==> config.mk <==
export PLATFORM = sky130hd
export DESIGN_NAME = pwm_match_unit
export DESIGN_NICKNAME = d
export VERILOG_FILES = /design/src/rtl/pwm_pkg.sv /design/src/rtl/pwm_regfile.sv /design/src/rtl/pwm_timebase.sv /design/src/rtl/pwm_outstage.sv /design/src/rtl/pwm_irq_flags.sv /design/src/rtl/pwm_match_unit.sv
export SDC_FILE = /design/constraint.sdc
export NUM_CORES = 1
export LEC_CHECK = 0
export CORE_MARGIN = 5
export CORE_UTILIZATION = 57
export CTS_BUF_LIST = sky130_fd_sc_hd__clkbuf_2 sky130_fd_sc_hd__clkbuf_4 sky130_fd_sc_hd__clkbuf_8
export CTS_CLUSTER_DIAMETER = 100
export CTS_CLUSTER_SIZE = 16
export DETAILED_ROUTE_END_ITERATION = 10
export DONT_BUFFER_PORTS = 1
export PLACE_DENSITY = 0.75
export SLEW_MARGIN = 20
export SYNTH_ARGS = -nofsm -noshare
export SYNTH_HDL_FRONTEND = slang
export SYNTH_SLANG_ARGS = --single-unit
==> constraint.sdc <==
create_clock -name clk -period 14.7 [get_ports clk]
set_input_delay 2.205 -clock clk [delete_from_list [all_inputs] [get_ports clk]]
set_output_delay 2.205 -clock clk [all_outputs]
set_load 0.02 [all_outputs]
==> src/rtl/pwm_pkg.sv <==
package pwm_pkg;

  typedef enum logic [2:0] {
    SEL_NONE,
    SEL_MATCH,
    SEL_ARM,
    SEL_MODE,
    SEL_CLEAR
  } reg_sel_e;

endpackage

==> src/rtl/pwm_regfile.sv <==
module pwm_regfile
  import pwm_pkg::*;
#(
  parameter int NUM_MATCH = 7,
  parameter int CNT_W     = 32,
  parameter int ADDR_W    = 4
) (
  input  logic                                clk,
  input  logic                                rst_n,
  input  logic                                wr_en,
  input  logic [ADDR_W-1:0]                   wr_addr,
  input  logic [CNT_W-1:0]                    wr_data,
  input  logic                                load_ok,
  output logic [NUM_MATCH-1:0][CNT_W-1:0]     mr_act,
  output logic [NUM_MATCH-2:0]                dual_sel,
  output logic [NUM_MATCH-1:0]                clr_mask
);

  localparam int NUM_OUT   = NUM_MATCH - 1;
  localparam int ARM_ADDR  = NUM_MATCH;
  localparam int MODE_ADDR = NUM_MATCH + 1;
  localparam int CLR_ADDR  = NUM_MATCH + 2;

  reg_sel_e                         sel;
  logic [NUM_MATCH-1:0][CNT_W-1:0]  sh_q;
  logic [NUM_MATCH-1:0]             sh_we;
  logic [NUM_MATCH-1:0]             act_ld;
  logic [NUM_MATCH-1:0]             arm_q, arm_d;
  logic                             arm_ce;
  logic [NUM_OUT-1:0]               mode_q, mode_d;
  logic                             mode_ce;

  // address decode
  always_comb begin
    sel = SEL_NONE;
    if (wr_en) begin
      if (wr_addr < ADDR_W'(NUM_MATCH))       sel = SEL_MATCH;
      else if (wr_addr == ADDR_W'(ARM_ADDR))  sel = SEL_ARM;
      else if (wr_addr == ADDR_W'(MODE_ADDR)) sel = SEL_MODE;
      else if (wr_addr == ADDR_W'(CLR_ADDR))  sel = SEL_CLEAR;
    end
  end

  // next-state logic
  always_comb begin
    for (int i = 0; i < NUM_MATCH; i++) begin
      sh_we[i]  = (sel == SEL_MATCH) && (wr_addr == ADDR_W'(i));
      act_ld[i] = load_ok && arm_q[i];
    end
    arm_d = load_ok ? '0 : arm_q;
    if (sel == SEL_ARM) arm_d = arm_d | wr_data[NUM_MATCH-1:0];
    arm_ce  = load_ok || (sel == SEL_ARM);
    mode_d  = {wr_data[NUM_OUT-1:1], 1'b0};
    mode_ce = (sel == SEL_MODE);
    clr_mask = (sel == SEL_CLEAR) ? wr_data[NUM_MATCH-1:0] : '0;
  end

  for (genvar g = 0; g < NUM_MATCH; g++) begin : g_cmp
    always_ff @(posedge clk or negedge rst_n) begin
      if (!rst_n) begin
        sh_q[g]   <= '0;
        mr_act[g] <= '0;
      end else begin
        if (sh_we[g])  sh_q[g]   <= wr_data;
        if (act_ld[g]) mr_act[g] <= sh_q[g];
      end
    end
  end

  always_ff @(posedge clk or negedge rst_n) begin
    if (!rst_n) begin
      arm_q  <= '0;
      mode_q <= '0;
    end else begin
      if (arm_ce)  arm_q  <= arm_d;
      if (mode_ce) mode_q <= mode_d;
    end
  end

  assign dual_sel = mode_q;


  act_hold_chk: assert property (@(posedge clk) disable iff (!rst_n)
    !load_ok |=> $stable(mr_act));

endmodule

==> src/rtl/pwm_timebase.sv <==
module pwm_timebase #(
  parameter int NUM_MATCH = 7,
  parameter int CNT_W     = 32
) (
  input  logic                            clk,
  input  logic                            rst_n,
  input  logic                            en,
  input  logic                            tick,
  input  logic [NUM_MATCH-1:0][CNT_W-1:0] mr_act,
  output logic [NUM_MATCH-1:0]            match_vec,
  output logic                            restart
);

  logic [CNT_W-1:0] cnt_q, cnt_d;
  logic             run, cnt_ce;

  always_comb begin
    run = en && tick;
    for (int i = 0; i < NUM_MATCH; i++) begin
      match_vec[i] = run && (cnt_q == mr_act[i]);
    end
    restart = match_vec[0];
    cnt_ce  = !en || run;
    cnt_d   = (!en || restart) ? '0 : cnt_q + CNT_W'(1);
  end

  always_ff @(posedge clk or negedge rst_n) begin
    if (!rst_n) begin
      cnt_q <= '0;
    end else if (cnt_ce) begin
      cnt_q <= cnt_d;
    end
  end


  cnt_in_range_chk: assert property (@(posedge clk) disable iff (!rst_n)
    cnt_q <= mr_act[0]);


  cnt_hold_chk: assert property (@(posedge clk) disable iff (!rst_n)
    en && !tick |=> $stable(cnt_q));

endmodule

==> src/rtl/pwm_outstage.sv <==
module pwm_outstage #(
  parameter int NUM_MATCH = 7
) (
  input  logic                 clk,
  input  logic                 rst_n,
  input  logic                 en,
  input  logic                 restart,
  input  logic [NUM_MATCH-1:0] match_vec,
  input  logic [NUM_MATCH-2:0] dual_sel,
  output logic [NUM_MATCH-2:0] pwm_q
);

  localparam int NUM_OUT = NUM_MATCH - 1;

  logic [NUM_OUT-1:0] set_w, clr_w, out_d, out_ce;

  for (genvar j = 0; j < NUM_OUT; j++) begin : g_out
    always_comb begin
      set_w[j]  = dual_sel[j] ? match_vec[j] : restart;
      clr_w[j]  = match_vec[j+1];
      out_ce[j] = !en || set_w[j] || clr_w[j];
      if (!en)           out_d[j] = 1'b0;
      else if (clr_w[j]) out_d[j] = 1'b0;
      else               out_d[j] = set_w[j];
    end

    always_ff @(posedge clk or negedge rst_n) begin
      if (!rst_n) begin
        pwm_q[j] <= 1'b0;
      end else if (out_ce[j]) begin
        pwm_q[j] <= out_d[j];
      end
    end


    clear_wins_chk: assert property (@(posedge clk) disable iff (!rst_n)
      clr_w[j] |=> !pwm_q[j]);


    rise_cause_chk: assert property (@(posedge clk) disable iff (!rst_n)
      $rose(pwm_q[j]) |-> $past(set_w[j]));
  end

endmodule

==> src/rtl/pwm_irq_flags.sv <==
module pwm_irq_flags #(
  parameter int NUM_MATCH = 7
) (
  input  logic                 clk,
  input  logic                 rst_n,
  input  logic [NUM_MATCH-1:0] match_vec,
  input  logic [NUM_MATCH-1:0] clr_mask,
  output logic [NUM_MATCH-1:0] flags_q
);

  logic [NUM_MATCH-1:0] flags_d;
  logic                 flags_ce;

  always_comb begin
    flags_d  = (flags_q & ~clr_mask) | match_vec;
    flags_ce = (|clr_mask) || (|match_vec);
  end

  always_ff @(posedge clk or negedge rst_n) begin
    if (!rst_n) begin
      flags_q <= '0;
    end else if (flags_ce) begin
      flags_q <= flags_d;
    end
  end

  for (genvar i = 0; i < NUM_MATCH; i++) begin : g_chk

    flag_set_chk: assert property (@(posedge clk) disable iff (!rst_n)
      match_vec[i] |=> flags_q[i]);
  end

endmodule

==> src/rtl/pwm_match_unit.sv <==
module pwm_match_unit #(
  parameter int NUM_MATCH = 7,
  parameter int CNT_W     = 32,
  parameter int ADDR_W    = 4
) (
  input  logic                   clk,
  input  logic                   rst_n,
  input  logic                   en,
  input  logic                   tick,
  input  logic                   wr_en,
  input  logic [ADDR_W-1:0]      wr_addr,
  input  logic [CNT_W-1:0]       wr_data,
  output logic [NUM_MATCH-2:0]   pwm_out,
  output logic [NUM_MATCH-1:0]   irq_flags
);

  logic [1:0]                      rst_sync_q;
  logic                            rst_int_n;
  logic [NUM_MATCH-1:0][CNT_W-1:0] mr_act;
  logic [NUM_MATCH-2:0]            dual_sel;
  logic [NUM_MATCH-1:0]            clr_mask;
  logic [NUM_MATCH-1:0]            match_vec;
  logic                            restart;
  logic                            load_ok;

  always_ff @(posedge clk or negedge rst_n) begin
    if (!rst_n) rst_sync_q <= 2'b00;
    else        rst_sync_q <= {rst_sync_q[0], 1'b1};
  end
  assign rst_int_n = rst_sync_q[1];

  assign load_ok = restart || !en;

  pwm_regfile #(.NUM_MATCH(NUM_MATCH), .CNT_W(CNT_W), .ADDR_W(ADDR_W)) u_regs (
    .clk(clk), .rst_n(rst_int_n), .wr_en(wr_en), .wr_addr(wr_addr),
    .wr_data(wr_data), .load_ok(load_ok), .mr_act(mr_act),
    .dual_sel(dual_sel), .clr_mask(clr_mask)
  );

  pwm_timebase #(.NUM_MATCH(NUM_MATCH), .CNT_W(CNT_W)) u_tb (
    .clk(clk), .rst_n(rst_int_n), .en(en), .tick(tick), .mr_act(mr_act),
    .match_vec(match_vec), .restart(restart)
  );

  pwm_outstage #(.NUM_MATCH(NUM_MATCH)) u_out (
    .clk(clk), .rst_n(rst_int_n), .en(en), .restart(restart),
    .match_vec(match_vec), .dual_sel(dual_sel), .pwm_q(pwm_out)
  );

  pwm_irq_flags #(.NUM_MATCH(NUM_MATCH)) u_irq (
    .clk(clk), .rst_n(rst_int_n), .match_vec(match_vec),
    .clr_mask(clr_mask), .flags_q(irq_flags)
  );

endmodule

# Word level (Yosys, flattened, before mapping)
# Index checks and enable logic that the tools add are counted.
[op_classes] n_addsub=1 n_lt_le_gt_ge=1 eq_ne=20 mux=26 bitwise_logic=4 n_reduce_logical=41
[ops] operator="equality test 32 bit" n=7
[ops] operator="adder 32 x 1 -> 32 bit, second input constant" n=1
[ops] operator="2-to-1 mux 32 bit" n=1
[ops] operator="logical AND 1 bit" n=22
[ops] operator="2-to-1 mux 7 bit" n=3
[ops] operator="2-to-1 mux 1 bit" n=17
[ops] operator="equality test 4 x 3 -> 1 bit, second input constant" n=4
[ops] operator="logical OR 1 bit" n=15
[ops] operator="2-to-1 mux 3 bit" n=5
[ops] operator="OR 7 bit" n=2
[ops] operator="OR reduction 7 bit" n=2
[ops] operator="equality test 4 x 2 -> 1 bit, second input constant" n=2
[ops] operator="equality test 4 bit, second input constant" n=2
[ops] operator="bitwise AND 7 bit" n=1
[ops] operator="inverter 7 bit" n=1
[ops] operator="equality test 3 x 2 -> 1 bit, second input constant" n=2
[ops] operator="equality test 4 x 1 -> 1 bit, second input constant" n=1
[ops] operator="logical NOT 4 bit" n=1
[ops] operator="less-than comparator 4 x 3 -> 1 bit, second input constant" n=1
[ops] operator="equality test 3 x 1 -> 1 bit, second input constant" n=1
[ops] operator="equality test 3 bit, second input constant" n=1
[ops] operator="logical NOT 1 bit" n=1
[totals] register_bits=507 input_bits=41 out_inout_bits=13 elab_cells=118

# Logic depth before layout (Yosys ltp)
[depth] word_depth=11 ltp_mapped=9 depth_no_buf=6

# By module
# Synthesis repeated with hierarchy kept, for this count alone.
[hier_totals] hier_cells=1572 area_unflattened_um2=22022.4
[modules_own_cells] module="pwm_regfile" instances=1 cells_each=1005 area_per_inst_um2=17080.1
[modules_own_cells] module="pwm_timebase" instances=1 cells_each=512 area_per_inst_um2=4327.9
[modules_own_cells] module="pwm_outstage" instances=1 cells_each=30 area_per_inst_um2=300.3
[modules_own_cells] module="pwm_irq_flags" instances=1 cells_each=21 area_per_inst_um2=254.0
[modules_own_cells] module="pwm_match_unit" instances=1 cells_each=4 area_per_inst_um2=60.1

# Least setup slack after synthesis
# No wires, ideal clock.
[synth_path] path_kind="in2reg" from="input en" to="register u_tb.cnt_q[15]" setup_ns=0.121 arrival_ns=3.948 required_time_ns=14.579 path_slack_ns=10.631 stages=8 n_path_buf=4 cell_sequence="clkbuf_1 -> nand2_1 -> or3_1 -> clkbuf_1 -> o31ai_1 -> buf_2 -> buf_2 -> nor2_1"
[synth_via] elab_chain_cells=4 word_cells_on_any_way=6
[synth_lines] item="start, declared" line="pwm_match_unit.sv:8" text="input logic en,"
[synth_lines] item="logical AND 1 bit" line="pwm_timebase.sv:18" text="run = en && tick;"
[synth_lines] item="logical AND 1 bit" line="pwm_timebase.sv:20" text="match_vec[i] = run && (cnt_q == mr_act[i]);"
[synth_lines] item="logical OR 1 bit" line="pwm_timebase.sv:24" text="cnt_d = (!en || restart) ? '0 : cnt_q + CNT_W'(1);"
[synth_lines] item="2-to-1 mux 32 bit" line="pwm_timebase.sv:24"
[synth_lines] item="end signal, assigned" line="pwm_timebase.sv:31" text="cnt_q <= cnt_d;"
[synth_lines] item="end, declared" line="pwm_timebase.sv:14" text="logic [CNT_W-1:0] cnt_q, cnt_d;"
# Several ways; a longest one is shown, not always the timed one.
# A chain may end at the register's enable or synchronous reset.

# Worst setup path after layout
[layout_path] from="input en" to="register u_regs.mr_act[171] (netlist bit)"
[layout_via] elab_chain_cells=4 word_cells_on_any_way=5
[layout_lines] item="logical AND 1 bit" line="pwm_timebase.sv:18"
[layout_lines] item="logical AND 1 bit" line="pwm_timebase.sv:20"
[layout_lines] item="logical OR 1 bit (*)" line="pwm_match_unit.sv:32" text="assign load_ok = restart || !en;"
[layout_lines] item="logical AND 1 bit (*)" line="pwm_regfile.sv:48" text="act_ld[i] = load_ok && arm_q[i];"
[layout_lines] item="end signal, assigned by index" line="pwm_regfile.sv:65" text="if (act_ld[g]) mr_act[g] <= sh_q[g];"
[layout_lines] item="end, declared" line="pwm_regfile.sv:14" text="output logic [NUM_MATCH-1:0][CNT_W-1:0] mr_act,"
# Mark *: on every way between the ends. The rest lies on a longest branch, timed or not.

==> flow_metrics.tcl <==
set metrics [dict create \
    setup_viol_count_final 0 \
    clock_sinks 507 \
    ys_types 45 \
    via_per_inst 6.86 \
    dieHeight_microns 224 \
    synthSimpleGateAreaFrac_pct 13.7 \
    worstHoldPathType "flop to asynchronous set/reset pin" \
    grt_pass1_vias 18600 \
    overflow 0 \
    ys_async_sr_fraction_pct 100 \
    syn_nets 2440 \
    cts_max_path_buffers 3 \
    p_leak_uw 0.00987 \
    synth_top_family_by_area "compound AO/OA/AOI/OAI gates" \
    status "complete, but fails checks" \
    arrival_ns 4.76 \
    cts_tree "built" \
    insertion_delay_ns 0.66 \
    die_width_microns 224 \
    rows 78 \
    critPathMaxFanout 234 \
    min_period_ns 4.27 \
    netlist_instances 2398 \
    path_clk_slew_ns 0.10 \
    slowest_delay_ns 0.81 \
    hpwl_microns 47400 \
    hold_violations 0 \
    reg2regPathDepth 7 \
    slew_viol_final 80 \
    crit_chain "nand2_1 > nor3b_1 > a31oi_4 > buf_4 > buf_4 > o211ai_1" \
    required_ns 15.19 \
    relSlewSlack_pct -6.63 \
    diodes 0 \
    synth_area_sq_mm 0.0261 \
    postRouteAntennaNets 0 \
    routed_wl_microns 79100 \
    dr.pass1.iters 5 \
    worst-setup-path-type "primary input to flop" \
    ys_ff_latch 507 \
    placed_cell_area_sq_mm 0.0261 \
    postCtsSetupBuffers 0 \
    cp-start-kind "primary input" \
    synthAdderAreaFrac_pct 0.0480 \
    power.density_mw_per_mm2 99.6 \
    io_buffers 0 \
    synth_seq_area_share_pct 48.7 \
    max_cap_viol_count 0 \
    syn_avg_cell_area_sq_um 10.9 \
    area_growth_pct 2.63 \
    crit_slowest_cell "buf_4" \
    ys_warn_count 0 \
    drc 0 \
    synth_edf_count 0 \
    rsz0062_at_grt "no" \
    place_congestion 0.949 \
    finalCritPeriodShare_pct 29.0 \
    fin_nets 2267 \
    vdd_drop_max_mv 0.0988 \
    antenna_found_initial 1 \
    synth-compound-area-share_pct 15.1 \
    drtIter0Drc 2112 \
    initial_core_util_pct 57.5 \
    num_vias 19400 \
    end_kind "flop" \
    synth_flop_cell "dfrtp_1" \
    grt_max_degree 235 \
    fmax_mhz 234 \
    route.detailed.wl_per_inst_microns 27.9 \
    muxShareOfSynthArea_pct 9.90 \
    cts_resized 0 \
    core_sq_mm 0.0453 \
    cts_root_buf "clkbuf_8" \
    finalClockSkew_ns 0.0331 \
    synth-xor-area-share_pct 8.34 \
    path_common_cell "buf_4" \
    cts_buffers 37 \
    grt_pass1_wl_microns 120000 \
    htree_levels 2 \
    tns_ns 0 \
    drive_gt1_share_pct 15.5 \
    track_usage_pct 31.1 \
    worst_pin_slew_ns 1.60 \
    violations "slew limit" \
    fin_area_sq_mm 0.0267 \
    cts_hold_buf 0 \
    ioPinCount 54 \
    die_area_sq_mm 0.0501 \
]
flip-flops by register name, indices dropped and copies added, names as in the netlist:
name,count
u_regs.mr_act,224
u_regs.sh_q,224
u_tb.cnt_q,32
u_out.pwm_q,6
u_regs.dual_sel,5
u_irq.flags_q,7
u_regs.arm_q,7
rst_sync_q,2
placed cells by master (no fill, tap or decap), drive strengths merged, types with 5 or more instances in the layout:
cell type and count:
inv 5, nand2 260, o21ai 6, nor3 15, a21oi 8, and3 7
nor2 30, buf 36, nand3b 5, xor2 80, o211ai 224, clkbuf 44
mux2 229, nand3 21, and4 10, nor4 22, dfrtp 507, a22o 7
or3 7, nand4 52, nand2b 229, xnor2 168, o311ai 225
metrics by stage:
step / std cells / power (uW) / util, % / worst slack, ns / hold slack, ns
5_1_grt: 2832 / 2780 / 59.1 / 10.40 / 0.390
2_1_floorplan: 2398 / 1900 / - / 6.44 / 0.331
4_1_cts: 2830 / 2670 / 58.9 / 10.57 / 0.362
3_5_place_dp: 2784 / 1970 / 57.6 / 9.87 / 0.342
3_3_place_gp: 2783 / 1940 / 57.5 / 9.97 / 0.337
6_report: 2832 / 2660 / 59.1 / 10.43 / 0.340
cells by family after synthesis:
kind of cell,Yosys count
buffers and inverters,253
other,1
AND/OR/NAND/NOR,678
adder cells (fa/ha/maj),1
AO/OA/AOI/OAI,481
flip-flops,507
XOR/XNOR,248
multiplexers,229
area by class of cell:
class,count,area (sq um)
clock buffer,44,574
clock inverter,2,15.0
fill,3730,18500
inverter,5,18.8
multi-input combinational,1638,12300
sequential,507,12700
tap,600,751
timing repair buffer,36,352
worst max-delay path: cells and delay by family:
family          cells  cell delay (ns)
buf+inv             2             1.44
simple gates        2             0.51
compound gates      2             0.42
where the power goes:
part           internal [uW]  switching, uW  leakage, uW
Combinational            157            128      0.00402
Sequential              1560           99.7      0.00555
Clock                    255            465     0.000304
Total                   1970            693      0.00987
cell usage after synthesis (all sizes together), types with 10 or more instances:
cell type    n  area (sq um)
dfrtp      507         12700
nand2      260           976
mux2       229          2580
nand2b     229          1430
o311ai     225          1970
o211ai     224          1730
xnor2      168          1470
clkbuf     163           612
buf         85           483
xor2        80           701
nand4       52           325
nor2        30           113
nor4        22           153
nand3       21           105
nor3        15          75.1
and4        10          87.6
metal layers:
layer / up-vias / GRT usage (%) / part of all wire, %
met5: - / 0 / 0
met4: 0 / 13.9 / 5.4
met3: 194 / 6.79 / 9.2
met2: 996 / 47.3 / 45
met1: 9876 / 43.3 / 40
li1: 8364 / - / -
final timing paths:
| path | startpoint | end | slack, ns |
|---|---|---|---|
| max | en | u_regs.mr_act[171] | 10.43 |
| min | rst_sync_q[1] | u_regs.sh_q[123] | 0.34 |
| max reg2reg | u_tb.cnt_q[21] | u_regs.mr_act[171] | 10.88 |
| min reg2reg | rst_sync_q[1] | u_regs.sh_q[123] | 0.34 |
| max in group asynchronous | rst_sync_q[1] | u_regs.arm_q[3] | 11.24 |
| min in group clk | rst_sync_q[0] | rst_sync_q[1] | 0.36 |
(Power assumes the default switching activity.)
